==> config.mk <==
export PLATFORM = sky130hd
export DESIGN_NAME = gpio_irq_bank
export DESIGN_NICKNAME = d
export VERILOG_FILES = /design/src/rtl/gpio_bank_pkg.sv /design/src/rtl/gpio_in_sync.sv /design/src/rtl/gpio_regfile.sv /design/src/rtl/gpio_irq_detect.sv /design/src/rtl/gpio_irq_bank.sv
export SDC_FILE = /design/constraint.sdc
export NUM_CORES = 1
export LEC_CHECK = 0
export ABC_AREA = 1
export BUFFER_PORTS_ARGS = -buffer_cell sky130_fd_sc_hd__buf_2
export CORE_ASPECT_RATIO = 1.5
export CORE_MARGIN = 3
export CORE_UTILIZATION = 35
export CTS_BUF_LIST = sky130_fd_sc_hd__clkbuf_8
export CTS_CLUSTER_SIZE = 28
export DETAILED_ROUTE_END_ITERATION = 12
export HOLD_SLACK_MARGIN = 0.1
export SYNTH_ARGS = -nofsm -noshare
export SYNTH_HDL_FRONTEND = slang
export SYNTH_HIERARCHICAL = 1
export SYNTH_SLANG_ARGS = --single-unit
export TNS_END_PERCENT = 5
==> constraint.sdc <==
create_clock -name clk -period 1.3 [get_ports clk]
set_input_delay 0.13 -clock clk [delete_from_list [all_inputs] [get_ports clk]]
set_output_delay 0.13 -clock clk [all_outputs]
set_load 0.01 [all_outputs]
==> src/rtl/gpio_bank_pkg.sv <==
package gpio_bank_pkg;

  // Word offsets; the bench and software decode these values.
  typedef enum logic [3:0] {
    OFS_DIR    = 4'd0,
    OFS_OUT    = 4'd1,
    OFS_PIN    = 4'd2,
    OFS_MASK   = 4'd3,
    OFS_TRIG   = 4'd4,
    OFS_EPOL   = 4'd5,
    OFS_LPOL   = 4'd6,
    OFS_STAT   = 4'd7,
    OFS_SLPMSK = 4'd8,
    OFS_SLPOUT = 4'd9,
    OFS_FLTOUT = 4'd10,
    OFS_SLPCFG = 4'd11,
    OFS_ALTFN  = 4'd12
  } gb_ofs_e;

  localparam int unsigned OFS_W = 4;

  function automatic logic ofs_is(input logic [OFS_W-1:0] a, input gb_ofs_e r);
    return a == r;
  endfunction

endpackage

==> src/rtl/gpio_in_sync.sv <==
module gpio_in_sync #(
  parameter int unsigned W = 16
) (
  input  logic         clk,
  input  logic         rst_n,
  input  logic [W-1:0] raw_in,
  output logic [W-1:0] sync_out
);
  // One independent two-stage chain per pin.
  for (genvar g = 0; g < W; g++) begin : g_chain
    logic st1, st2;
    always_ff @(posedge clk or negedge rst_n) begin
      if (!rst_n) begin
        st1 <= 1'b0;
        st2 <= 1'b0;
      end else begin
        st1 <= raw_in[g];
        st2 <= st1;
      end
    end
    assign sync_out[g] = st2;
  end
endmodule

==> src/rtl/gpio_regfile.sv <==
module gpio_regfile
  import gpio_bank_pkg::*;
#(
  parameter int unsigned W = 16
) (
  input  logic             clk,
  input  logic             rst_n,
  input  logic             we,
  input  logic [OFS_W-1:0] addr,
  input  logic [W-1:0]     wdata,
  output logic [W-1:0]     dir_q,
  output logic [W-1:0]     out_q,
  output logic [W-1:0]     mask_q,
  output logic [W-1:0]     trig_q,
  output logic [W-1:0]     epol_q,
  output logic [W-1:0]     lpol_q,
  output logic [W-1:0]     slpmsk_q,
  output logic [W-1:0]     slpout_q,
  output logic [W-1:0]     fltout_q,
  output logic [W-1:0]     slpcfg_q,
  output logic [W-1:0]     altfn_q
);
  localparam logic [W-1:0] ALL_ONES = {W{1'b1}};

  always_ff @(posedge clk or negedge rst_n) begin
    if (!rst_n) begin
      dir_q    <= '0;
      out_q    <= '0;
      mask_q   <= ALL_ONES;
      trig_q   <= '0;
      epol_q   <= '0;
      lpol_q   <= ALL_ONES;
      slpmsk_q <= ALL_ONES;
      slpout_q <= '0;
      fltout_q <= '0;
      slpcfg_q <= '0;
      altfn_q  <= '0;
    end else if (we) begin
      if (ofs_is(addr, OFS_DIR))    dir_q    <= wdata;
      if (ofs_is(addr, OFS_OUT))    out_q    <= wdata;
      if (ofs_is(addr, OFS_MASK))   mask_q   <= wdata;
      if (ofs_is(addr, OFS_TRIG))   trig_q   <= wdata;
      if (ofs_is(addr, OFS_EPOL))   epol_q   <= wdata;
      if (ofs_is(addr, OFS_LPOL))   lpol_q   <= wdata;
      if (ofs_is(addr, OFS_SLPMSK)) slpmsk_q <= wdata;
      if (ofs_is(addr, OFS_SLPOUT)) slpout_q <= wdata;
      if (ofs_is(addr, OFS_FLTOUT)) fltout_q <= wdata;
      if (ofs_is(addr, OFS_SLPCFG)) slpcfg_q <= wdata;
      if (ofs_is(addr, OFS_ALTFN))  altfn_q  <= wdata;
    end
  end

  // a direction write lands on the next edge
  a_r1_dir_write: assert property (@(posedge clk) disable iff (!rst_n)
    (we && ofs_is(addr, OFS_DIR)) |=> (dir_q == $past(wdata)));
  // mask only changes through a mask write
  a_r3_mask_stable: assert property (@(posedge clk) disable iff (!rst_n)
    !(we && ofs_is(addr, OFS_MASK)) |=> $stable(mask_q));
endmodule

==> src/rtl/gpio_irq_detect.sv <==
module gpio_irq_detect #(
  parameter int unsigned W = 16
) (
  input  logic         clk,
  input  logic         rst_n,
  input  logic [W-1:0] pin_now,
  input  logic [W-1:0] trig,
  input  logic [W-1:0] epol,
  input  logic [W-1:0] lpol,
  input  logic [W-1:0] mask,
  input  logic         clr_we,
  input  logic [W-1:0] clr_data,
  output logic [W-1:0] status,
  output logic [W-1:0] evt,
  output logic         irq
);
  logic [W-1:0] pin_prev;
  logic [W-1:0] keep;

  function automatic logic [W-1:0] edge_hits(input logic [W-1:0] now, input logic [W-1:0] prev,
                                             input logic [W-1:0] pol);
    return (pol & now & ~prev) | (~pol & ~now & prev);
  endfunction

  function automatic logic [W-1:0] level_hits(input logic [W-1:0] now, input logic [W-1:0] pol);
    return ~(now ^ pol);
  endfunction

  assign evt  = (trig & edge_hits(pin_now, pin_prev, epol)) | (~trig & level_hits(pin_now, lpol));
  assign keep = clr_we ? clr_data : {W{1'b1}};
  assign irq  = |(status & ~mask);

  always_ff @(posedge clk or negedge rst_n) begin
    if (!rst_n) begin
      pin_prev <= '0;
      status   <= '0;
    end else begin
      pin_prev <= pin_now;
      status   <= (status & keep) | evt;
    end
  end

  // every detected event is latched, even under a clearing write
  a_r4_event_latched: assert property (@(posedge clk) disable iff (!rst_n)
    1'b1 |=> ((status & $past(evt)) == $past(evt)));
  // bits written 1 (or not written) stay set
  a_r7_keep_uncleared: assert property (@(posedge clk) disable iff (!rst_n)
    1'b1 |=> ((status & $past(status & keep)) == $past(status & keep)));
  // no bit sets without an event
  a_r7_no_spurious: assert property (@(posedge clk) disable iff (!rst_n)
    1'b1 |=> ((status & ~$past(status) & ~$past(evt)) == '0));
  // fully masked bank stays quiet
  a_r3_all_masked: assert property (@(posedge clk) disable iff (!rst_n)
    (&mask) |-> !irq);
  // interrupt implies a latched source
  a_r3_irq_source: assert property (@(posedge clk) disable iff (!rst_n)
    irq |-> (status != '0));
endmodule

==> src/rtl/gpio_irq_bank.sv <==
module gpio_irq_bank
  import gpio_bank_pkg::*;
#(
  parameter int unsigned NPINS = 16
) (
  input  logic             clk,
  input  logic             rst_n,
  input  logic             reg_we,
  input  logic [3:0]       reg_addr,
  input  logic [NPINS-1:0] reg_wdata,
  output logic [NPINS-1:0] reg_rdata,
  input  logic [NPINS-1:0] pin_in,
  output logic [NPINS-1:0] pin_out,
  output logic [NPINS-1:0] pin_oe,
  output logic             irq_out
);
  logic [NPINS-1:0] pin_sync, evt;
  logic [NPINS-1:0] dir_q, out_q, mask_q, trig_q, epol_q, lpol_q;
  logic [NPINS-1:0] slpmsk_q, slpout_q, fltout_q, slpcfg_q, altfn_q, stat_q;
  logic             stat_wr;

  assign stat_wr = reg_we && ofs_is(reg_addr, OFS_STAT);

  gpio_in_sync #(.W(NPINS)) u_sync (
    .clk(clk), .rst_n(rst_n), .raw_in(pin_in), .sync_out(pin_sync)
  );

  gpio_regfile #(.W(NPINS)) u_regs (
    .clk(clk), .rst_n(rst_n), .we(reg_we), .addr(reg_addr), .wdata(reg_wdata),
    .dir_q(dir_q), .out_q(out_q), .mask_q(mask_q), .trig_q(trig_q),
    .epol_q(epol_q), .lpol_q(lpol_q), .slpmsk_q(slpmsk_q), .slpout_q(slpout_q),
    .fltout_q(fltout_q), .slpcfg_q(slpcfg_q), .altfn_q(altfn_q)
  );

  gpio_irq_detect #(.W(NPINS)) u_det (
    .clk(clk), .rst_n(rst_n), .pin_now(pin_sync), .trig(trig_q), .epol(epol_q),
    .lpol(lpol_q), .mask(mask_q), .clr_we(stat_wr), .clr_data(reg_wdata),
    .status(stat_q), .evt(evt), .irq(irq_out)
  );

  assign pin_out = out_q;
  assign pin_oe  = dir_q;

  always_comb begin
    case (reg_addr)
      OFS_DIR:    reg_rdata = dir_q;
      OFS_OUT:    reg_rdata = out_q;
      OFS_PIN:    reg_rdata = pin_sync;
      OFS_MASK:   reg_rdata = mask_q;
      OFS_TRIG:   reg_rdata = trig_q;
      OFS_EPOL:   reg_rdata = epol_q;
      OFS_LPOL:   reg_rdata = lpol_q;
      OFS_STAT:   reg_rdata = stat_q;
      OFS_SLPMSK: reg_rdata = slpmsk_q;
      OFS_SLPOUT: reg_rdata = slpout_q;
      OFS_FLTOUT: reg_rdata = fltout_q;
      OFS_SLPCFG: reg_rdata = slpcfg_q;
      OFS_ALTFN:  reg_rdata = altfn_q;
      default:    reg_rdata = '0;
    endcase
  end

  // unmapped offsets return zero
  a_r9_hole_reads_zero: assert property (@(posedge clk) disable iff (!rst_n)
    (reg_addr > 4'd12) |-> (reg_rdata == '0));
endmodule

=== Yosys cells after proc, flatten, opt, wreduce, memory -nomap -nowiden ===
Cells that the tools add are included.

* Flip-flop bits (word level): 240
* Input port bits: 39
* Word-level logic and storage cells: 91

* Equal/unequal tests: 12
* Bitwise operators: 18
* Reductions and logical operators: 14
* Mux-type cells: 2

{| class="wikitable"
|+ Operators by type and width
! operator !! number
|-
| case mux 16 bit (13 select lines) || 1
|-
| AND 16 bit || 8
|-
| inverter 16 bit || 6
|-
| bitwise OR 16 bit || 3
|-
| AND reduction 2 bit || 11
|-
| == test 4 bit (second input constant) || 5
|-
| == test 4 x 3 -> 1 bit (second input constant) || 4
|-
| two-way mux 16 bit || 1
|-
| OR reduction 16 bit || 1
|-
| bitwise XOR 16 bit || 1
|-
| == test 4 x 2 -> 1 bit (second input constant) || 2
|-
| == test 4 x 1 -> 1 bit (second input constant) || 1
|-
| logical NOT 4 bit || 1
|-
| logical AND 1 bit || 1
|}

=== Longest topological paths before layout ===
* Depth in word-level cells: 7
* Depth in mapped cells: 10
* Mapped depth without buffers: 9

=== Modules after synthesis ===
The synthesis kept the hierarchy.

{| class="wikitable"
|+ Modules (own cells, without submodules)
! module !! cells an instance !! instances !! area each (um^2)
|-
| gpio_regfile || 800 || 1 || 7171.9
|-
| gpio_irq_bank || 473 || 1 || 2001.9
|-
| gpio_irq_detect || 233 || 1 || 1773.0
|-
| gpio_in_sync || 48 || 1 || 920.9
|}

=== Least setup slack after synthesis ===
No wires, ideal clock.

* Kind: input port to output port
* Start: input reg_addr[1]
* End: output reg_rdata[11]
* Stages: 8
* Arrival time: 0.985 ns
* Path slack: 0.185 ns
* Cells stage by stage: nor2_1 > clkbuf_1 > nand3_1 > nand2_1 > inv_1 > nand2_1 > nor2_1 > nand2_1

* Longest elaborated chain between the ends: 2

{| class="wikitable"
|+ RTL lines
! element !! line !! text
|-
| from (decl) || gpio_irq_bank.sv:9 || <nowiki>input logic [3:0] reg_addr,</nowiki>
|-
| == test 4 bit, or another cell as far along || gpio_irq_bank.sv:45 || <nowiki>case (reg_addr)</nowiki>
|-
| case mux 16 bit (13 select lines) (*) || gpio_irq_bank.sv:45 ||
|-
| to (decl) || gpio_irq_bank.sv:11 || <nowiki>output logic [NPINS-1:0] reg_rdata,</nowiki>
|}

Mark *: on every way between the ends. The rest lies on a longest branch, timed or not.

=== Worst setup path in the final report ===
* Start: register u_regs.mask_q[0]
* End: output irq_out

* Longest elaborated chain between the ends: 3

{| class="wikitable"
|+ RTL lines
! element !! line !! text
|-
| from (decl) || gpio_regfile.sv:13 || <nowiki>output logic [W-1:0] mask_q,</nowiki>
|-
| from (signal assigned) || gpio_regfile.sv:41 || <nowiki>if (ofs_is(addr, OFS_MASK)) mask_q <= wdata;</nowiki>
|-
| inverter 16 bit || gpio_irq_detect.sv:31 || <nowiki>assign irq = |(status & ~mask);</nowiki>
|-
| AND 16 bit || gpio_irq_detect.sv:31 ||
|-
| OR reduction 16 bit || gpio_irq_detect.sv:31 ||
|-
| to (decl) || gpio_irq_bank.sv:15 || <nowiki>output logic irq_out</nowiki>
|}

Every way passes these cells.

==> results.cfg <==
[setup_path]
worstSetupPathType = reg -> out
startpoint_type = register
worst_path_max_fanout = 2
cp_data_required_time_ps = 1170
worstPathArrival_ps = 1730
critical_path.endpoint_type = primary output

[clock_network]
insertion_delay_ps = 560
clockRootBuffer = sky130_fd_sc_hd__clkbuf_8
cts.sinks = 240
clock_path_buffers = 3
cts_buf_count = 40
cts.htree.levels = 2
worst_path_clk_slew_ps = 60
tritoncts = built

[layout]
syn2layout_area_growth_pct = 26.70
final_layout_size_suffix_gt1_share_pct = 21.74
final_cell_count_no_fill = 2173
filler_cell_count = 3249
fin_util_pct = 45.42
finalNetCount = 1768

[drt]
post_drt_wl_per_cell_um = 19.59
drt-pass1-iter-count = 7
drt_iter0_drc = 1148
finalWirelength_um = 42570
drtAntennaViolNets = 0
vias = 11581
route.detailed.vias_per_inst = 5.329
drc = 0

[sta]
setup_slack_ps = -557.1
clock.fmax_mhz = 538.5
max-slew-margin-rel_pct = 54.80
max_slew.worst_pin.slew_ps = 678.1
report.final.setup_viol = 21
final.period_utilization_pct = 142.9
finalMaxSlewViolations = 0
final.min_clock_period_ps = 1857
clock-skew-final_ps = 32.22
setup_repair_after_global_routing_missed_its_margin = yes
timing_hold_violations_final = 0

[pwr]
ir_drop_mv = 0.6672
power.leakage_uw = 0.007866
powerDensity_nw_per_um2 = 1358

[floorplan]
fp.dieH_um = 231.0
die_w_um = 156.0
floorplan.initialDensity_pct = 35.85
die_area_um2 = 36020
io-pin-count = 88
floorplan.rows = 81
core_outline_area_um2 = 32940

[placed_design]
io_buffers = 87
gp_congestion = 0.9119
place_ws_ps = -251.7
dp.final_hpwl_um = 28230
placed_cells = 2062

[flow_run]
cap_viol_max_count = 0

[global_route]
first_global_vias = 11367
pin_count_of_the_biggest_net_entering_global_routing = 68
combined_global_route_utilization_of_all_metal_layers_pct = 23.63
grt-ovfl-total = 0
grt_antenna_before_repair = 1
grt_pass1_wl_um = 65850

[yosys]
synth-warning-count = 6
avgSynthCellArea_um2 = 7.677
synthesis.nets = 1577
syn_area_um2 = 11810
netlist_instances = 1538

[hold_path]
holdCritPathClass = in -> async

[run_status]
status = finished with violations
failed_checks = negative setup slack
power by group:
group / total, µW / leakage, µW / internal (µW) / switching, µW
clock: 6620 / 0.000467 / 3560 / 3060
combinational: 3810 / 0.00457 / 1550 / 2260
sequential: 9890 / 0.00283 / 8910 / 974
layout make-up:
cell class | instances | area (µm²) | share of cell area [%]
Timing Repair Buffer | 258 | 2278 | 15.23
Sequential cell | 240 | 6067 | 40.55
Inverter | 91 | 341.6 | 2.283
Clock buffer | 52 | 715.7 | 4.784
Clock inverter | 18 | 70.07 | 0.4683
Antenna cell | 1 | 2.502 | 0.01673
Tap cell | 415 | 519.2 | 3.471
Multi-Input combinational cell | 1098 | 4966 | 33.19
critical path, cell delays in order, from the launching register on:
cell and delay [ps]:
sky130_fd_sc_hd__dfstp_2 530, sky130_fd_sc_hd__inv_1 50, sky130_fd_sc_hd__nand2_2 60, sky130_fd_sc_hd__nand2_1 50, sky130_fd_sc_hd__inv_1 60, sky130_fd_sc_hd__nand2_2 80, sky130_fd_sc_hd__nor2_4 140, sky130_fd_sc_hd__nand2_1 70
sky130_fd_sc_hd__buf_2 140
layout by cell type (no fill, tap or decap), types with 14 or more instances in the layout:
| cell | instances |
|---|---|
| sky130_fd_sc_hd__nand2_1 | 625 |
| sky130_fd_sc_hd__a21oi_1 | 16 |
| sky130_fd_sc_hd__buf_12 | 34 |
| sky130_fd_sc_hd__buf_4 | 96 |
| sky130_fd_sc_hd__nand4_1 | 65 |
| sky130_fd_sc_hd__inv_1 | 97 |
| sky130_fd_sc_hd__dfstp_2 | 48 |
| sky130_fd_sc_hd__clkbuf_8 | 52 |
| sky130_fd_sc_hd__buf_2 | 84 |
| sky130_fd_sc_hd__a21o_1 | 14 |
| sky130_fd_sc_hd__nand3_1 | 248 |
| sky130_fd_sc_hd__nor2_1 | 35 |
| sky130_fd_sc_hd__dfrtp_1 | 191 |
| sky130_fd_sc_hd__dlygate4sd3_1 | 35 |
| sky130_fd_sc_hd__o21ai_0 | 36 |
worst paths after layout:
path | startpoint | end | slack (ps) | depth (start not counted)
max in group asynchronous | rst_n | u_det/status[1] | 400 | 3
max reg2reg | u_regs/lpol_q[10] | u_det/status[10] | 320 | 4
min reg2reg | u_sync/g_chain[5].st1 | u_sync/g_chain[5].st2 | 350 | 0
min | rst_n | u_regs/lpol_q[2] | 180 | 2
max | u_regs/mask_q[0] | irq_out | -560 | 8
min in group clk | pin_in[8] | u_sync/g_chain[8].st1 | 220 | 2
registers in the layout (all words and copies together) (netlist names):
register            flops
u_det/pin_prev         16
u_regs/fltout_q        16
u_regs/dir_q           16
u_sync/g_chain.st2     16
u_regs/lpol_q          16
u_regs/slpout_q        16
u_regs/trig_q          16
u_regs/epol_q          16
u_regs/mask_q          16
u_sync/g_chain.st1     16
u_regs/out_q           16
u_regs/altfn_q         16
u_det/status           16
u_regs/slpmsk_q        16
u_regs/slpcfg_q        16
metal layers:
layer / GRT usage [%] / vias up / routed length (µm)
met1: 29.44 / 5600 / 16500
met5: 0 / - / 0
li1: - / 5345 / -
met3: 3.938 / 121 / 3090
met2: 40.00 / 515 / 21030
met4: 10.58 / 0 / 1951
what timing repair did:
item | 4_1_cts | 5_1_grt
hold buffers | 36 | 0
resized for setup | 22 | 18
hold endpoints to repair | 448 | 0
setup endpoints to repair | 18 | 96
pin swaps | 16 | 17
setup buffers | 3 | 1
stage by stage:
step / hold WS [ps] / power (µW) / setup TNS (ps) / instance area [µm²]
after floorplan: -165.6 / 11710 / 0 / 11810
after CTS: 137.9 / 20420 / -8236 / 14890
after global placement: -15.27 / 13450 / -29300 / 13640
after global routing: 157.9 / 21410 / -10090 / 14960
after detailed placement: -16.51 / 13560 / -28290 / 13640
final: 176.1 / 20310 / -7655 / 14960
Note: power is estimated with default switching activity, not from simulation.
